$ cat config.mk
export PLATFORM = sky130hd
export DESIGN_NAME = xm_addr_decoder
export DESIGN_NICKNAME = d
export VERILOG_FILES = /design/src/rtl/xm_dec_pkg.sv /design/src/rtl/xm_ctl_reg.sv /design/src/rtl/xm_win_match.sv /design/src/rtl/xm_region_dec.sv /design/src/rtl/xm_addr_decoder.sv
export SDC_FILE = /design/constraint.sdc
export NUM_CORES = 1
export LEC_CHECK = 0
export BUFFER_PORTS_ARGS = -buffer_cell sky130_fd_sc_hd__buf_2
export CAP_MARGIN = 20
export CORE_AREA = 2 2 113 115
export DETAILED_ROUTE_END_ITERATION = 12
export DIE_AREA = 0 0 115 117
export GPL_TIMING_DRIVEN = 0
export HOLD_SLACK_MARGIN = 0.1
export PLACE_DENSITY_LB_ADDON = 0.15
export SLEW_MARGIN = 20
export SYNTH_ARGS = -nofsm -noshare
export SYNTH_HDL_FRONTEND = slang
export SYNTH_SLANG_ARGS = --single-unit
$ cat constraint.sdc
create_clock -name clk -period 1.7 [get_ports clk]
set_input_delay 0.085 -clock clk [delete_from_list [all_inputs] [get_ports clk]]
set_output_delay 0.085 -clock clk [all_outputs]
set_load 0.1 [all_outputs]
$ cat src/rtl/xm_dec_pkg.sv
package xm_dec_pkg;

   localparam int CTL_ARM_BIT  = 0;
   localparam int CTL_LOCK_BIT = 1;
   localparam int CTL_W        = 2;

   typedef enum logic [2:0] {
      TGT_MISS = 3'd0,
      TGT_INT  = 3'd1,
      TGT_SPR  = 3'd2,
      TGT_RGN  = 3'd3
   } xm_target_e;

endpackage

$ cat src/rtl/xm_ctl_reg.sv
module xm_ctl_reg
   import xm_dec_pkg::*;
(
   input  logic             clk,
   input  logic             rst_n,
   input  logic             ctl_we,
   input  logic [CTL_W-1:0] ctl_wdata,
   input  logic             xfer_strobe,
   output logic             armed,
   output logic             locked
);

   always_ff @(posedge clk) begin
      if (!rst_n) begin
         armed  <= 1'b0;
         locked <= 1'b0;
      end else if (ctl_we) begin
         armed  <= ctl_wdata[CTL_ARM_BIT];
         locked <= ctl_wdata[CTL_LOCK_BIT];
      end else if (xfer_strobe) begin
         armed  <= 1'b0;
      end
   end

   // a strobe with no competing write consumes the arm bit
   assert_oneshot_clear_R4 : assert property (@(posedge clk) disable iff (!rst_n)
      (xfer_strobe && !ctl_we) |=> !armed);

   // a write always wins over a same-cycle strobe
   assert_write_wins_R11 : assert property (@(posedge clk) disable iff (!rst_n)
      ctl_we |=> (armed == $past(ctl_wdata[CTL_ARM_BIT])));

   // arm bit holds while idle
   assert_arm_hold_R11 : assert property (@(posedge clk) disable iff (!rst_n)
      (!ctl_we && !xfer_strobe) |=> $stable(armed));

endmodule

$ cat src/rtl/xm_win_match.sv
module xm_win_match #(
   parameter int          AW   = 32,
   parameter logic [AW-1:0] BASE = '0,
   parameter logic [AW-1:0] MASK = '1
) (
   input  logic [AW-1:0] addr,
   output logic          hit
);

   localparam logic [AW-1:0] BASE_M = BASE & MASK;

   generate
      if ((BASE & ~MASK) != '0) begin : g_bad_base
         $error("xm_win_match: BASE has bits outside MASK");
      end
      if (MASK == '0) begin : g_all
         assign hit = 1'b1;
      end else begin : g_cmp
         assign hit = ((addr & MASK) == BASE_M);
      end
   endgenerate

endmodule

$ cat src/rtl/xm_region_dec.sv
module xm_region_dec #(
   parameter int N         = 4,
   parameter int AW        = 32,
   parameter bit LOW_FIRST = 1'b1
) (
   input  logic [AW-1:0]   addr,
   input  logic [N*AW-1:0] base_flat,
   input  logic [N*AW-1:0] mask_flat,
   output logic [N-1:0]    grant
);

   logic [N-1:0] hit;

   generate
      if (N < 1) begin : g_bad_n
         $error("xm_region_dec: N must be at least 1");
      end
      for (genvar i = 0; i < N; i++) begin : g_rgn
         logic [AW-1:0] b_i;
         logic [AW-1:0] m_i;
         assign b_i    = base_flat[i*AW +: AW];
         assign m_i    = mask_flat[i*AW +: AW];
         assign hit[i] = ((addr & m_i) == (b_i & m_i));
      end

      if (LOW_FIRST) begin : g_low
         always_comb begin
            grant = '0;
            for (int k = N - 1; k >= 0; k--) begin
               if (hit[k]) grant = N'(1) << k;
            end
         end
      end else begin : g_high
         always_comb begin
            grant = '0;
            for (int k = 0; k < N; k++) begin
               if (hit[k]) grant = N'(1) << k;
            end
         end
      end
   endgenerate

   // grant is one-hot or empty and only on matching regions
   always_comb begin
      assert_grant_subset_R7 : assert ($onehot0(grant) && ((grant & ~hit) == '0));
   end

endmodule

$ cat src/rtl/xm_addr_decoder.sv
module xm_addr_decoder
   import xm_dec_pkg::*;
#(
   parameter int              EXT_AW   = 24,
   parameter int              INT_AW   = 32,
   parameter int              N_RGN    = 4,
   parameter logic [INT_AW-1:0] INT_BASE = 32'h0000_0000,
   parameter logic [INT_AW-1:0] INT_MASK = 32'hFFC0_0000,
   parameter logic [INT_AW-1:0] SPR_BASE = 32'h0038_0000,
   parameter logic [INT_AW-1:0] SPR_MASK = 32'hFFFF_C000,
   parameter bit              RGN_LOW_FIRST = 1'b1
) (
   input  logic                    clk,
   input  logic                    rst_n,
   input  logic [EXT_AW-1:0]       ext_addr,
   input  logic                    xfer_strobe,
   input  logic                    ctl_we,
   input  logic [1:0]              ctl_wdata,
   input  logic [N_RGN*INT_AW-1:0] rgn_base,
   input  logic [N_RGN*INT_AW-1:0] rgn_mask,
   output logic                    sel_int,
   output logic                    sel_spr,
   output logic [N_RGN-1:0]        cs,
   output logic                    no_match
);

   localparam int PAD_W = INT_AW - EXT_AW;

   generate
      if (PAD_W < 1) begin : g_bad_width
         $error("xm_addr_decoder: INT_AW must exceed EXT_AW");
      end
      if (N_RGN < 1 || N_RGN > 32) begin : g_bad_rgn
         $error("xm_addr_decoder: N_RGN out of range");
      end
   endgenerate

   // widen: top bits forced to zero
   logic [INT_AW-1:0] addr_w;
   assign addr_w = {{PAD_W{1'b0}}, ext_addr};

   logic armed;
   logic locked;

   xm_ctl_reg u_ctl (
      .clk         (clk),
      .rst_n       (rst_n),
      .ctl_we      (ctl_we),
      .ctl_wdata   (ctl_wdata),
      .xfer_strobe (xfer_strobe),
      .armed       (armed),
      .locked      (locked)
   );

   logic int_hit;
   logic spr_hit;

   xm_win_match #(.AW(INT_AW), .BASE(INT_BASE), .MASK(INT_MASK)) u_int_win (
      .addr (addr_w),
      .hit  (int_hit)
   );

   xm_win_match #(.AW(INT_AW), .BASE(SPR_BASE), .MASK(SPR_MASK)) u_spr_win (
      .addr (addr_w),
      .hit  (spr_hit)
   );

   logic [N_RGN-1:0] rgn_grant;

   xm_region_dec #(.N(N_RGN), .AW(INT_AW), .LOW_FIRST(RGN_LOW_FIRST)) u_rgn (
      .addr      (addr_w),
      .base_flat (rgn_base),
      .mask_flat (rgn_mask),
      .grant     (rgn_grant)
   );

   logic       win_mode;
   xm_target_e tgt;

   assign win_mode = armed & ~locked;

   always_comb begin
      tgt = TGT_MISS;
      if (!win_mode && int_hit)     tgt = TGT_INT;
      else if (win_mode && spr_hit) tgt = TGT_SPR;
      else if (|rgn_grant)          tgt = TGT_RGN;
   end

   always_ff @(posedge clk) begin
      if (!rst_n) begin
         sel_int  <= 1'b0;
         sel_spr  <= 1'b0;
         cs       <= '0;
         no_match <= 1'b0;
      end else begin
         sel_int  <= xfer_strobe && (tgt == TGT_INT);
         sel_spr  <= xfer_strobe && (tgt == TGT_SPR);
         cs       <= (xfer_strobe && (tgt == TGT_RGN)) ? rgn_grant : '0;
         no_match <= xfer_strobe && (tgt == TGT_MISS);
      end
   end

   // exactly one target the cycle after a strobe
   assert_one_target_R9 : assert property (@(posedge clk) disable iff (!rst_n)
      $past(xfer_strobe) |-> ($countones({sel_int, sel_spr, |cs, no_match}) == 1));

   // silent when no strobe preceded
   assert_idle_quiet_R9 : assert property (@(posedge clk) disable iff (!rst_n)
      !$past(xfer_strobe) |-> (!sel_int && !sel_spr && cs == '0 && !no_match));

   // special target only from an armed, unlocked state
   assert_spr_unlocked_R5 : assert property (@(posedge clk) disable iff (!rst_n)
      sel_spr |-> $past(armed && !locked));

   // internal block is never chosen while window mode is on
   assert_int_not_in_win_R6 : assert property (@(posedge clk) disable iff (!rst_n)
      sel_int |-> !$past(armed && !locked));

   // chip selects one-hot or empty
   assert_cs_onehot_R7 : assert property (@(posedge clk) disable iff (!rst_n)
      $onehot0(cs));

   // the access that used the window leaves the decoder disarmed unless rewritten
   assert_spr_consumes_R4 : assert property (@(posedge clk) disable iff (!rst_n)
      (sel_spr && !$past(ctl_we)) |-> !armed);

endmodule

==> impl_metrics.yaml <==
power:
  switching_share_pct: 33.3
  p_per_area_mw_per_mm2: 402
  ir_drop_mv: 0.180
  pwr-share-seq_pct: 15.2
  p_switching_w: 0.000480
  power_frac_comb_pct: 56.4
  clock_power_share_pct: 28.5
  intPower_w: 0.000960
  leakage_nw: 1.95
floorplanning:
  fp.dieH_um: 117
  die_w_um: 115
  coreArea_mm2: 0.0123
  dieArea_mm2: 0.0135
  start_util_pct: 15.3
  ios: 293
  rows: 41
timing:
  clock.fmax_mhz: 659
  hold_violations: 0
  period_share_pct: 89.3
  slew_viol_final: 0
  skew_ns: 0.00125
  grt_setup_unrepaired: "false"
  fin_setup_tns_ns: 0
  worst_pin_slew_ns: 0.496
  relSlewSlack_pct: 67.1
  finalSetupViolCount: 0
  min_period_ns: 1.52
global_route:
  first_global_vias: 2934
  top_usage_layer: "met2"
  grtUsageMet1_pct: 16.6
  grt_pass1_wl_um: 15000
  grt_start_max_net_pins: 7
  gr-usage-met3_pct: 2.37
  antenna_found_initial: 0
  use_met2_pct: 30.2
  grt_use_total_pct: 14.9
  grt_overflow: 0
yosys:
  netlist-cell-type-count: 27
  yosys_register_bits: 9
  synth_top_area_share_pct: 44.5
  ys_seq_area_share_pct: 9.54
  syn_area_mm2: 0.00189
  post_synth.cell_area_avg_um2: 8.47
  synth_edf_count: 0
  synth_common_cells: "xor2_1 (96), a22oi_1 (36), a22o_1 (14), a221oi_1 (12), dfxtp_1 (9)"
  synthArstFlopShare_pct: 0
  syn_inst: 223
  yosys_warnings: 0
  yosysMostFrequentCell: "xor2_1"
  yosys-top-cells-area: "xor2_1 (45%), a22oi_1 (14%), dfxtp_1 (9.5%), a22o_1 (6.5%), a221oi_1 (5.6%)"
  synth_nets: 509
  ys.flop_type: "dfxtp_1"
  yosysTopAreaCell: "xor2_1"
clocking:
  cts_tree: "yes"
  insertion_delay_ns: 0.23
  cts-root-buf: "clkbuf_16"
  htree_levels: 1
  numClockSinks: 9
  path_clk_slew_ns: 0.04
  clock_path_buffers: 2
  cts-hold-fix-buffers: 0
  cts_buffers: 3
routing:
  wl_per_cell_um: 16.5
  drtIter0Drc: 60
  routed_wl_um: 10900
  routed_via_density: 4.38
  drc: 0
  via_count: 2894
  first_pass_iters: 4
  ant_nets: 0
final_layout:
  fin_util_pct: 29.1
  n_fill_cell: 1362
  nets: 796
  area_growth_pct: 89.8
  finalNonFillerCells: 660
  layout-drive-gt1-share_pct: 58.9
run_status:
  outcome: "completed"
job:
  drv_cap: 0
critical_path:
  cpLargestDelayFamily: "simple AND/OR/NAND/NOR gates"
  crit_slowest_cell: "nor4_4"
  cpPeakStageDelay_ns: 0.42
  path_max_fanout: 6
  critPathKind: "input port to flop"
  startpoint_type: "input port"
  arrival_ns: 1.62
  cp.required_ns: 1.80
  r2r_setup_slack_ns: 0.25
  path_buf_inv: 1
  cp_cell_sequence: "buf_6 > xor2_1 > a22o_1 > a221oi_2 > nand4_2 > nor4_4 > nor4b_1"
  end_kind: "flop"
placement:
  dp_cells: 655
  place_hpwl_um: 10200
  gp_congestion: 0.818
  io_buffer_count: 282
worst_hold_path:
  holdCritPathClass: "input port to flop"
## registers in the layout (all words and copies together) (netlist names)
| signal | count |
|---|---|
| no_match | 1 |
| u_ctl.locked | 1 |
| sel_spr | 1 |
| cs | 4 |
| sel_int | 1 |
| u_ctl.armed | 1 |
## through the flow
stage	total power, W	area, um^2	setup slack (ns)	hold slack [ns]
floorplan	0.000566	1890	0.275	0.211
global placement	0.00104	3490	-0.323	0.358
detailed placement	0.00105	3490	-0.361	0.362
CTS	0.00147	3570	0.0586	0.122
global route	0.00155	3580	0.0345	0.140
finish	0.00144	3580	0.182	0.122
## logic make-up (layout without fill, tap and decap cells)
family                 count (synthesis)  after routing  synth area share, %
buffers and inverters                 10            296                 2.85
AO/OA/AOI/OAI                         68             68                 29.4
flip-flops                             9              9                 9.54
other                                  0              1                    0
AND/OR/NAND/NOR                       39             39                 13.2
XOR/XNOR                              96             96                 44.5
multiplexers                           1              1                0.530
## layout by cell type, fill, tap and decap left out, types with 2 or more instances in the layout
cell	instances
buf_2	289
xor2_1	96
a22oi_1	36
a22o_1	14
a221oi_1	12
dfxtp_1	9
nand4_1	8
nand2_1	6
nor2b_1	4
nand3_1	4
nor2_1	4
clkbuf_1	3
clkbuf_16	3
nor3b_1	2
a21oi_1	2
a221oi_2	2
nand4_2	2
nor4_4	2
nor4_1	2
## final timing paths
kind	from	end	cells past startpoint
min	ctl_wdata[0]	u_ctl.armed$_SDFFE_PN0P_	3
min reg2reg	u_ctl.locked$_SDFFE_PN0P_	u_ctl.locked$_SDFFE_PN0P_	2
max	ext_addr[23]	no_match$_SDFF_PN0_	7
max reg2reg	u_ctl.armed$_SDFFE_PN0P_	no_match$_SDFF_PN0_	5
## power groups by stage
stage / logic (W) / registers [W] / clock network (W)
floorplan: 0.000330 / 0.000236 / 0
finish: 0.000811 / 0.000218 / 0.000410
global route: 0.000905 / 0.000219 / 0.000427
global placement: 0.000814 / 0.000221 / 0
CTS: 0.000831 / 0.000219 / 0.000416
detailed placement: 0.000826 / 0.000222 / 0
## routing by layer
metal	vias up	wire, um
li1	1420	-
met1	1286	4100
met5	-	0
met3	6	902
met2	182	5800
met4	0	65
## worst reg2reg max path, stage by stage, from the launching register on
cell and delay, ns:
dfxtp_1 0.31, nor2b_1 0.22, a211o_1 0.16, nand3_1 0.12, a21o_1 0.20, nor4b_1 0.32
## layout make-up
type                            instances  area [um^2]  share of cell area, %
Tap cell                              150          188                   5.24
Clock buffer                            4         78.8                   2.20
Timing Repair Buffer                  282         1410                   39.4
Multi-Input combinational cell        204         1670                   46.6
Antenna cell                            1         2.50                 0.0698
Sequential cell                         9          180                   5.03
Buffer                                 10         53.8                   1.50
## repair_timing
action | 4_1_cts | 5_1_grt
endpoints found under the hold margin | 0 | 0
gates cloned | 0 | 0
setup buffers | 0 | 0
setup endpoints to repair | 4 | 2
gates resized for setup | 1 | 1
No activity file was read; power rests on OpenSTA's default activity.
